==> config.mk <==
export PLATFORM = sky130hd
export DESIGN_NAME = nvm_cmd_guard
export DESIGN_NICKNAME = d
export VERILOG_FILES = /design/src/rtl/nvm_guard_pkg.sv /design/src/rtl/nvm_addr_latch.sv /design/src/rtl/nvm_prot_cmp.sv /design/src/rtl/nvm_cmd_seq.sv /design/src/rtl/nvm_cmd_guard.sv
export SDC_FILE = /design/constraint.sdc
export NUM_CORES = 1
export LEC_CHECK = 0
export BUFFER_PORTS_ARGS = -buffer_cell sky130_fd_sc_hd__buf_2
export CELL_PAD_IN_SITES_DETAIL_PLACEMENT = 2
export CELL_PAD_IN_SITES_GLOBAL_PLACEMENT = 2
export CORE_MARGIN = 2
export CORE_UTILIZATION = 28
export CTS_CLUSTER_DIAMETER = 50
export DETAILED_ROUTE_END_ITERATION = 8
export HOLD_SLACK_MARGIN = 0.12
export PLACE_DENSITY_LB_ADDON = 0.1
export SLEW_MARGIN = 10
export SYNTH_ARGS = -nofsm -noshare
export SYNTH_HDL_FRONTEND = slang
export SYNTH_SLANG_ARGS = --single-unit
==> constraint.sdc <==
create_clock -name clk -period 2.47 [get_ports clk]
set_input_delay 0.247 -clock clk [delete_from_list [all_inputs] [get_ports clk]]
set_output_delay 0.247 -clock clk [all_outputs]
set_load 0.02 [all_outputs]
==> src/rtl/nvm_guard_pkg.sv <==
// Package: shared constants for the command guard.
// Assumes an 8-bit status write word with the two error bits at 5 and 4.
package nvm_guard_pkg;
    localparam int STAT_W        = 8;
    localparam int STAT_VIOL_BIT = 5;
    localparam int STAT_ACC_BIT  = 4;

    // Sequencer state of the busy engine.
    typedef enum logic {
        SEQ_IDLE = 1'b0,
        SEQ_RUN  = 1'b1
    } seq_state_t;
endpackage

==> src/rtl/nvm_addr_latch.sv <==
// Module: command-address register with its armed bit.
// Loads only on an accepted array write; reloads RST_ADDR at command end
// or abort. Assumes the caller never asserts take_wr and reload together.
module nvm_addr_latch #(
    parameter int          AW       = 16,
    parameter logic [AW-1:0] RST_ADDR = '0
) (
    input  logic          clk,
    input  logic          rst_n,
    input  logic          take_wr,
    input  logic          reload,
    input  logic          launch_try,
    input  logic [AW-1:0] wr_addr,
    output logic [AW-1:0] lat_addr,
    output logic          armed
);
    // Stored target address: array write loads it, command end resets it.
    always_ff @(posedge clk) begin
        if (!rst_n)       lat_addr <= RST_ADDR;
        else if (take_wr) lat_addr <= wr_addr;
        else if (reload)  lat_addr <= RST_ADDR;
    end

    // Armed bit: set by an accepted write, cleared by any launch or end.
    always_ff @(posedge clk) begin
        if (!rst_n)                    armed <= 1'b0;
        else if (take_wr)              armed <= 1'b1;
        else if (reload || launch_try) armed <= 1'b0;
    end

    // a finished or aborted command leaves the block disarmed.
    assert_disarm_after_end_R9: assert property (@(posedge clk) disable iff (!rst_n)
        (reload && !take_wr) |=> !armed);
endmodule

==> src/rtl/nvm_prot_cmp.sv <==
// Module: protection comparator.
// PROT_FROM_TOP=1 protects addresses >= bound, else addresses < bound.
// Purely combinational; hit is low whenever protection is disabled.
module nvm_prot_cmp #(
    parameter int AW            = 16,
    parameter bit PROT_FROM_TOP = 1'b1
) (
    input  logic          en,
    input  logic [AW-1:0] addr,
    input  logic [AW-1:0] bound,
    output logic          hit
);
    generate
        if (PROT_FROM_TOP) begin : g_top
            // Upper region protected.
            always_comb hit = en && (addr >= bound);
        end else begin : g_bottom
            // Lower region protected.
            always_comb hit = en && (addr < bound);
        end
    endgenerate
endmodule

==> src/rtl/nvm_cmd_seq.sv <==
// Module: launch decision, busy timer and status flags.
// Decides each launch from registered flags and the armed bit; counts the
// fixed busy period; handles write-1-to-clear with set-over-clear priority.
module nvm_cmd_seq
    import nvm_guard_pkg::*;
#(
    parameter int BUSY_CYC = 8
) (
    input  logic              clk,
    input  logic              rst_n,
    input  logic              cmd_go,
    input  logic              arr_wr,
    input  logic              armed,
    input  logic              prot_hit,
    input  logic              stat_wr,
    input  logic [STAT_W-1:0] stat_wdata,
    output logic              busy,
    output logic              done,
    output logic              err_viol,
    output logic              err_access,
    output logic              cmd_end,
    output logic              cmd_abort
);
    localparam int CW = (BUSY_CYC > 1) ? $clog2(BUSY_CYC) : 1;
    localparam logic [CW-1:0] CNT_LOAD = CW'(BUSY_CYC - 1);

    seq_state_t    state;
    logic [CW-1:0] cnt;
    logic          try_go, refuse, viol_set, run_ok, acc_set;
    logic          viol_clr, acc_clr;

    // Launch decision and abort/end detection from registered state.
    always_comb begin
        try_go    = cmd_go && (state == SEQ_IDLE);
        refuse    = try_go && (err_viol || err_access || !armed);
        viol_set  = try_go && !refuse && prot_hit;
        run_ok    = try_go && !refuse && !prot_hit;
        cmd_abort = (state == SEQ_RUN) && (arr_wr || cmd_go);
        cmd_end   = (state == SEQ_RUN) && !cmd_abort && (cnt == '0);
        acc_set   = refuse || cmd_abort;
        viol_clr  = stat_wr && stat_wdata[STAT_VIOL_BIT];
        acc_clr   = stat_wr && stat_wdata[STAT_ACC_BIT];
    end

    // Busy engine: run for BUSY_CYC cycles, stop on end or abort.
    always_ff @(posedge clk) begin
        if (!rst_n) begin
            state <= SEQ_IDLE;
            cnt   <= '0;
        end else if (run_ok) begin
            state <= SEQ_RUN;
            cnt   <= CNT_LOAD;
        end else if (cmd_abort || cmd_end) begin
            state <= SEQ_IDLE;
            cnt   <= '0;
        end else if (state == SEQ_RUN) begin
            cnt   <= cnt - 1'b1;
        end
    end

    // Completion flag: cleared on a valid launch, set on a normal end.
    always_ff @(posedge clk) begin
        if (!rst_n)       done <= 1'b0;
        else if (run_ok)  done <= 1'b0;
        else if (cmd_end) done <= 1'b1;
    end

    // Error flags: write-1-to-clear, a set in the same cycle wins.
    always_ff @(posedge clk) begin
        if (!rst_n) begin
            err_viol   <= 1'b0;
            err_access <= 1'b0;
        end else begin
            err_viol   <= (err_viol && !viol_clr) || viol_set;
            err_access <= (err_access && !acc_clr) || acc_set;
        end
    end

    always_comb busy = (state == SEQ_RUN);

    // busy only starts from an armed launch.
    assert_launch_armed_R6: assert property (@(posedge clk) disable iff (!rst_n)
        $rose(busy) |-> $past(armed && cmd_go));
    // done only rises as busy falls.
    assert_done_at_end_R5: assert property (@(posedge clk) disable iff (!rst_n)
        $rose(done) |-> $fell(busy));
    // an array write during a command aborts it with an access error.
    assert_abort_on_write_R7: assert property (@(posedge clk) disable iff (!rst_n)
        (busy && arr_wr) |=> (!busy && err_access && !done));
    // a clear of the violation bit with no launch leaves it low.
    assert_w1c_viol_R8: assert property (@(posedge clk) disable iff (!rst_n)
        (stat_wr && stat_wdata[STAT_VIOL_BIT] && !cmd_go) |=> !err_viol);
    // a violation and a run never start together.
    assert_viol_no_run_R3: assert property (@(posedge clk) disable iff (!rst_n)
        $rose(err_viol) |-> !$rose(busy));
endmodule

==> src/rtl/nvm_cmd_guard.sv <==
// Module: top of the non-volatile memory command guard.
// Ties the address register, protection comparator and sequencer together.
// Assumes all inputs are synchronous to clk.
module nvm_cmd_guard
    import nvm_guard_pkg::*;
#(
    parameter int            AW            = 16,
    parameter int            BUSY_CYC      = 8,
    parameter bit            PROT_FROM_TOP = 1'b1,
    parameter logic [AW-1:0] RST_ADDR      = '0
) (
    input  logic              clk,
    input  logic              rst_n,
    input  logic              arr_wr,
    input  logic              arr_rd,
    input  logic [AW-1:0]     arr_addr,
    input  logic              cmd_go,
    input  logic              prot_en,
    input  logic [AW-1:0]     prot_bound,
    input  logic              stat_wr,
    input  logic [STAT_W-1:0] stat_wdata,
    output logic              busy,
    output logic              done,
    output logic              err_viol,
    output logic              err_access
);
    logic [AW-1:0] lat_addr;
    logic          armed, prot_hit, cmd_end, cmd_abort;
    logic          take_wr, launch_try, reload;

    // Strobe qualification shared by the sub-blocks.
    always_comb begin
        take_wr    = arr_wr && !busy;
        launch_try = cmd_go && !busy;
        reload     = cmd_end || cmd_abort;
    end

    nvm_addr_latch #(.AW(AW), .RST_ADDR(RST_ADDR)) u_latch (
        .clk(clk), .rst_n(rst_n), .take_wr(take_wr), .reload(reload),
        .launch_try(launch_try), .wr_addr(arr_addr),
        .lat_addr(lat_addr), .armed(armed)
    );

    nvm_prot_cmp #(.AW(AW), .PROT_FROM_TOP(PROT_FROM_TOP)) u_cmp (
        .en(prot_en), .addr(lat_addr), .bound(prot_bound), .hit(prot_hit)
    );

    nvm_cmd_seq #(.BUSY_CYC(BUSY_CYC)) u_seq (
        .clk(clk), .rst_n(rst_n), .cmd_go(cmd_go), .arr_wr(arr_wr),
        .armed(armed), .prot_hit(prot_hit), .stat_wr(stat_wr),
        .stat_wdata(stat_wdata), .busy(busy), .done(done),
        .err_viol(err_viol), .err_access(err_access),
        .cmd_end(cmd_end), .cmd_abort(cmd_abort)
    );

    // a read alone never moves the stored command address.
    assert_read_no_latch_R2: assert property (@(posedge clk) disable iff (!rst_n)
        (arr_rd && !arr_wr && !reload) |=> $stable(lat_addr));
    // a violation can only be raised with protection enabled.
    assert_no_viol_when_off_R4: assert property (@(posedge clk) disable iff (!rst_n)
        $rose(err_viol) |-> $past(prot_en));
endmodule

# ---- Yosys cells after proc, flatten, opt, wreduce, memory -nomap -nowiden
# Index checks and enable logic that the tools add are counted.
dict set report classes {
  n_mux 9
  bitwise 2
  n_eq_ne 0
  n_addsub 1
  magnitude_cmp 1
  n_mul 0
  div_mod_pow 0
  reduce_logical 36
  n_shift 0
}
# cell n
set ops {}
lappend ops {{two-way mux 16 bit} 2}
lappend ops {{>= comparator 16 bit} 1}
lappend ops {{logical AND 1 bit} 15}
lappend ops {{two-way mux 3 bit} 3}
lappend ops {{logical OR 1 bit} 8}
lappend ops {{zero test 1 bit} 7}
lappend ops {{nonzero test 2 bit} 3}
lappend ops {{two-way mux 1 bit} 4}
lappend ops {{zero test 3 bit} 1}
lappend ops {{nonzero test 3 bit} 1}
lappend ops {{subtractor 3 x 1 -> 3 bit, second input constant} 1}
lappend ops {{NOT 1 bit} 2}
lappend ops {{OR reduction 2 bit} 1}
dict set report totals {
  mem_bits_rw 0
  memories 0
  rom_bits 0
  regBits 24
  wordCells 56
  latch_bits 0
}

# ---- Depth between registers and ports, before layout
dict set report logic_depth {
  depth_word 9
  ltp_mapped 8
  depth_no_buf 7
}

# ---- Modules after synthesis
# Synthesis repeated with hierarchy kept, for this count alone.
dict set report unflattened {
  cells_unflattened 169
  area_unflattened_um2 1519.0
}
# mod area_each_um2 cells_each n_inst seq_area_each_um2
set modules_own_cells {}
lappend modules_own_cells {nvm_addr_latch 706.9 74 1 340.3}
lappend modules_own_cells {nvm_prot_cmp 410.4 55 1 0.0}
lappend modules_own_cells {nvm_cmd_seq 382.9 37 1 140.1}
lappend modules_own_cells {nvm_cmd_guard 18.8 3 1 0.0}

# ---- Worst setup path after synthesis
# No wires, ideal clock.
dict set report synth_timing {
  kind {reg-to-reg}
  start {register u_latch.lat_addr[0]}
  end {register u_seq.err_viol}
  path_stages_with_launch 8
  path_slack_ps 725
  synth_period_minus_slack_ps 1745
  path_buffers 0
  t_arrival_ps 1623
  required_time_ps 2349
  path_cell_list {dfxtp_1 inv_1 ha_1 nand2b_4 a2111o_1 a32oi_1 a21o_2 o21ai_0}
}
dict set report synth_via {
  elab_chain_len 4
}
# item line
set synth_rtl {}
lappend synth_rtl {{start, declared} nvm_addr_latch.sv:14} ;# output logic [AW-1:0] lat_addr,
lappend synth_rtl {{start signal, assigned} nvm_addr_latch.sv:20} ;# else if (take_wr) lat_addr <= wr_addr;
lappend synth_rtl {{>= comparator 16 bit} nvm_prot_cmp.sv:16} ;# always_comb hit = en && (addr >= bound);
lappend synth_rtl {{logical AND 1 bit} nvm_prot_cmp.sv:16}
lappend synth_rtl {{logical AND 1 bit} nvm_cmd_seq.sv:36} ;# viol_set = try_go && !refuse && prot_hit;
lappend synth_rtl {{logical OR 1 bit} nvm_cmd_seq.sv:74} ;# err_viol <= (err_viol && !viol_clr) || viol_set;
lappend synth_rtl {{end signal, assigned} nvm_cmd_seq.sv:74}
lappend synth_rtl {{end, declared} nvm_cmd_seq.sv:19} ;# output logic err_viol,
# No other way between the ends.
# A chain may end at the register's enable or synchronous reset.

# ---- Worst setup path after layout
dict set report layout_timing {
  start {register u_latch.lat_addr[0]}
  end {register u_seq.done}
}
dict set report layout_via {
  elab_chain_len 5
}
# item line
set layout_rtl {}
lappend layout_rtl {{>= comparator 16 bit} nvm_prot_cmp.sv:16}
lappend layout_rtl {{logical AND 1 bit} nvm_prot_cmp.sv:16}
lappend layout_rtl {{zero test 1 bit} nvm_cmd_seq.sv:37} ;# run_ok = try_go && !refuse && !prot_hit;
lappend layout_rtl {{logical AND 1 bit} nvm_cmd_seq.sv:37}
lappend layout_rtl {{OR reduction 2 bit (no source line)} --}
lappend layout_rtl {{end signal, assigned} nvm_cmd_seq.sv:63} ;# if (!rst_n) done <= 1'b0;
lappend layout_rtl {{end signal, assigned} nvm_cmd_seq.sv:64} ;# else if (run_ok) done <= 1'b0;
lappend layout_rtl {{end signal, assigned} nvm_cmd_seq.sv:65} ;# else if (cmd_end) done <= 1'b1;
lappend layout_rtl {{end, declared} nvm_cmd_seq.sv:18} ;# output logic done,
# No other way between the ends.

==> metrics list <==
- Result of the run: complete, no violations
- Worst R2R End: u_seq.done$_SDFFE_PP0P_
* Setup tns final: 0 ps
- GRT Total Usage: 0.153
- In the synthesized netlist the dominant register cell turns out to be dfxtp_1.
* Synthesized cell area: 1420 um^2
- The first global-routing pass estimated between 6000 and 7000 um of wire.
- Pin placement for this block handled a little over 50 I/O pins.
* Final Hold Fails: 0
* Number of setup buffers added after CTS: 0
* Post-synth EDFFs: 0
* DR pass1 iterations: 4
* Flop and latch count out of synthesis: 24
- Detail Placement HPWL: roughly 3200 um
- Row Count: 25
* Max-capacitance violation count: 0
- Walking the worst path, the cells encountered are inv_1 -> ha_1 -> nand2b_4 -> a2111o_1 -> a32oi_1 -> nand3_1 -> and3_1.
- Summed over all instances, the cell type with the most area after synthesis is dfxtp_1.
- STA puts the critical path data arrival time at roughly 2100 ps.
- At the end of routability-driven placement, the weighted congestion stood at around 0.71.
- In the finished design, the share of the clock period the worst path needs comes to 0.780.
- Once placement completed, the tool counted placed cells totaling 270.
- The startpoint identified for the worst register-to-register timing path is u_latch.lat_addr[0]$_SDFFE_PN0P_.
* Power Dens Cells: around 480 nW/um^2
- Across all register-to-register paths, the minimum setup slack is approximately 540 ps.
* Final critical-path required period: between 1500 and 2000 ps
- Number of DRC markers in iteration 0: 27
* Stage delay of the slowest cell on the critical path: 400 ps
- In the synthesized netlist the async set-or-reset flop fraction comes to 0.
- Synthesized netlist net count: roughly 230
* Cells after Synth: between 150 and 200
* Ranking of synthesized cells by instance count: dfxtp_1 (24), inv_1 (20), nor2b_1 (20), ha_1 (18), a22oi_1 (16)
* Remaining routing DRC violations: 0
* Launch point of the critical path: u_latch.lat_addr[0]$_SDFFE_PN0P_
- Root cell of the clock tree: clkbuf_8
* Critical-path maximum fanout: 3
* Depth of the CTS H-tree: 1
- In this run the vertical extent of the chip is roughly 75 um.
- The number of slew-limit violations in the final report came to 0.
- The tightest min-delay check is of the in -> reg type.
- Counting every sink on the clock net gives 24.
* HP Start: prot_en
* Data required time at the worst endpoint: around 2600 ps
- Yosys warning count: 0
- The repair_antennas step left the layout with diodes totalling 0.
- Maximum root-to-sink buffer count: 2
* Leftover overflow at the end of global routing: 0
* Starting density of the core: 0.296
- Share of the yosys chip area belonging to registers: 0.340
* Standby leakage power: between 0.8 and 0.9 nW
- Buf/Inv on CP: 1
* Launching element type of the critical path: flop
* Antenna violations before repair: 0
- For this design, the CTS-stage hold fixing added 0 buffers.
- Gates resized during post-CTS repair numbered 0.
- Per-cell via count in the routed design: roughly 4.8
- Final setup viols: 0
- For the pin with the worst max-slew slack, the measured transition is approximately 900 ps.
* Cts bufs inserted: 3
- The core region is ~4800 um^2.
- The number of cells on the worst reg-to-reg path is 7.
- Most area-consuming cells after synthesis: dfxtp_1 (34%), ha_1 (16%), nor2b_1 (8.8%), a22oi_1 (8.5%), inv_1 (5.3%)
* Average instance area after synthesis: approximately 8.6 um^2
* Pin count of the biggest net entering global routing: 26
- Die width: ~75 um
- Synth-to-Final Area Change: 23.3%
- Routed Wire Length: 3950 um
- Clock tree from TritonCTS: built
* Total via count after detailed routing: 1310
- Between clock sinks in the finished design, the worst skew comes to about 2.8 ps.
* Number of global-route vias before repair: 1420
* Share of post-route cells with drive strength above 1: 0.252
* Capture point of the critical path: u_seq.done$_SDFFE_PP0P_
- Crit path max-delay family: compound AO/OA/AOI/OAI gates
- Dividing the detail-routed wire length by the instance count gives ~14 um.
- The slowest stage of the critical path belongs to the cell a2111o_1.
- In this run the number of cells on the critical path is 7.
- After clock tree synthesis, the clock-pin slew on the worst setup and hold paths is around 80 ps.
* Floorplan die area: roughly 5600 um^2
* Share of Yosys cell area claimed by the top area cell type: 0.340
- Cell with the most instances after synthesis: dfxtp_1
- Antenna viol nets, final: 0
- Category of the most critical setup path: reg -> reg
- Derived from the worst setup path, the maximum achievable clock frequency is about 520 MHz.
* Port-buffer cells: 43
* Headroom to the max-slew limit: 0.397
- Unrepaired setup endpoints after global routing: false
- Clock latency on the worst-skew pair: 260 ps
- The worst setup path is captured at a flop.
* Final Net Count: 273
- VDD IR max: approximately 0.28 mV
- After the flow finishes, the layout carries non-filler instances totaling between 200 and 300.
- Counting distinct cell types in the post-synthesis netlist gives 34.
## kinds of logic after synthesis
kind of cell,Yosys count,share of synthesized area
buf+inv,26,0.0707
compound gates,43,0.217
fa+ha+maj,18,0.159
mux,1,0.00707
simple gates,52,0.207
flops,24,0.340
## layout by cell type, fill, tap and decap left out, drive strengths merged, types with 2 or more instances in the layout
cell / instances
inv: 20
buf: 45
o21ai: 8
dfxtp: 24
nor2: 5
o21ba: 3
ha: 18
nand4: 4
nor2b: 20
nand2: 10
nand2b: 2
a31oi: 2
clkbuf: 3
a22oi: 16
nor3: 2
nand3: 4
a21oi: 5
## stage by stage
stage          hold WS [ps]  setup WS (ps)  utilization  total power [mW]  area (um^2)
4_1_cts                 172            517        0.365             0.848         1750
6_report                179            544        0.365             0.830         1750
3_3_place_gp            456            509        0.356             0.600         1700
3_5_place_dp            461            483        0.356             0.614         1700
2_1_floorplan           347            725            -             0.538         1420
5_1_grt                 177            361        0.365             0.884         1750
## worst min path at each step
stage                              end  depth (start not counted)  slack, ps
2_1_floorplan  u_seq.busy$_SDFFE_PN0P_                          1        350
3_3_place_gp   u_seq.busy$_SDFFE_PN0P_                          2        460
3_5_place_dp   u_seq.busy$_SDFFE_PN0P_                          2        460
4_1_cts        u_seq.busy$_SDFFE_PN0P_                          2        170
5_1_grt        u_seq.busy$_SDFFE_PN0P_                          2        180
6_report       u_seq.busy$_SDFFE_PN0P_                          2        180
## layer usage
metal  routed length (um)  global-route usage  vias to the layer above
met1                 1700               0.182                      619
met2                 2070               0.281                       27
met4                   29              0.0357                        0
met5                    0                   0                        -
li1                     -                   -                      660
met3                  153              0.0321                        4
## registers in the layout, indices dropped and copies added, names as in the netlist
register and flops:
u_seq.err_access 1, u_seq.done 1, u_latch.lat_addr 16, u_seq.cnt 3
u_seq.busy 1, u_latch.armed 1, u_seq.err_viol 1
## power breakdown
group | switching (mW) | total (mW) | internal (mW)
Clock | 0.121 | 0.230 | 0.109
Sequential | 0.0134 | 0.422 | 0.408
Combinational | 0.0924 | 0.179 | 0.0861
## final cells by class
| type | instances | area, um^2 |
|---|---|---|
| fill | 553 | 3040 |
| multi-input combinational | 114 | 835 |
| sequential | 24 | 480 |
| timing repair buffer | 45 | 230 |
| tap | 67 | 83.8 |
| inverter | 20 | 75.1 |
| clock buffer | 3 | 41.3 |
Note: power is estimated with default switching activity, not from simulation.
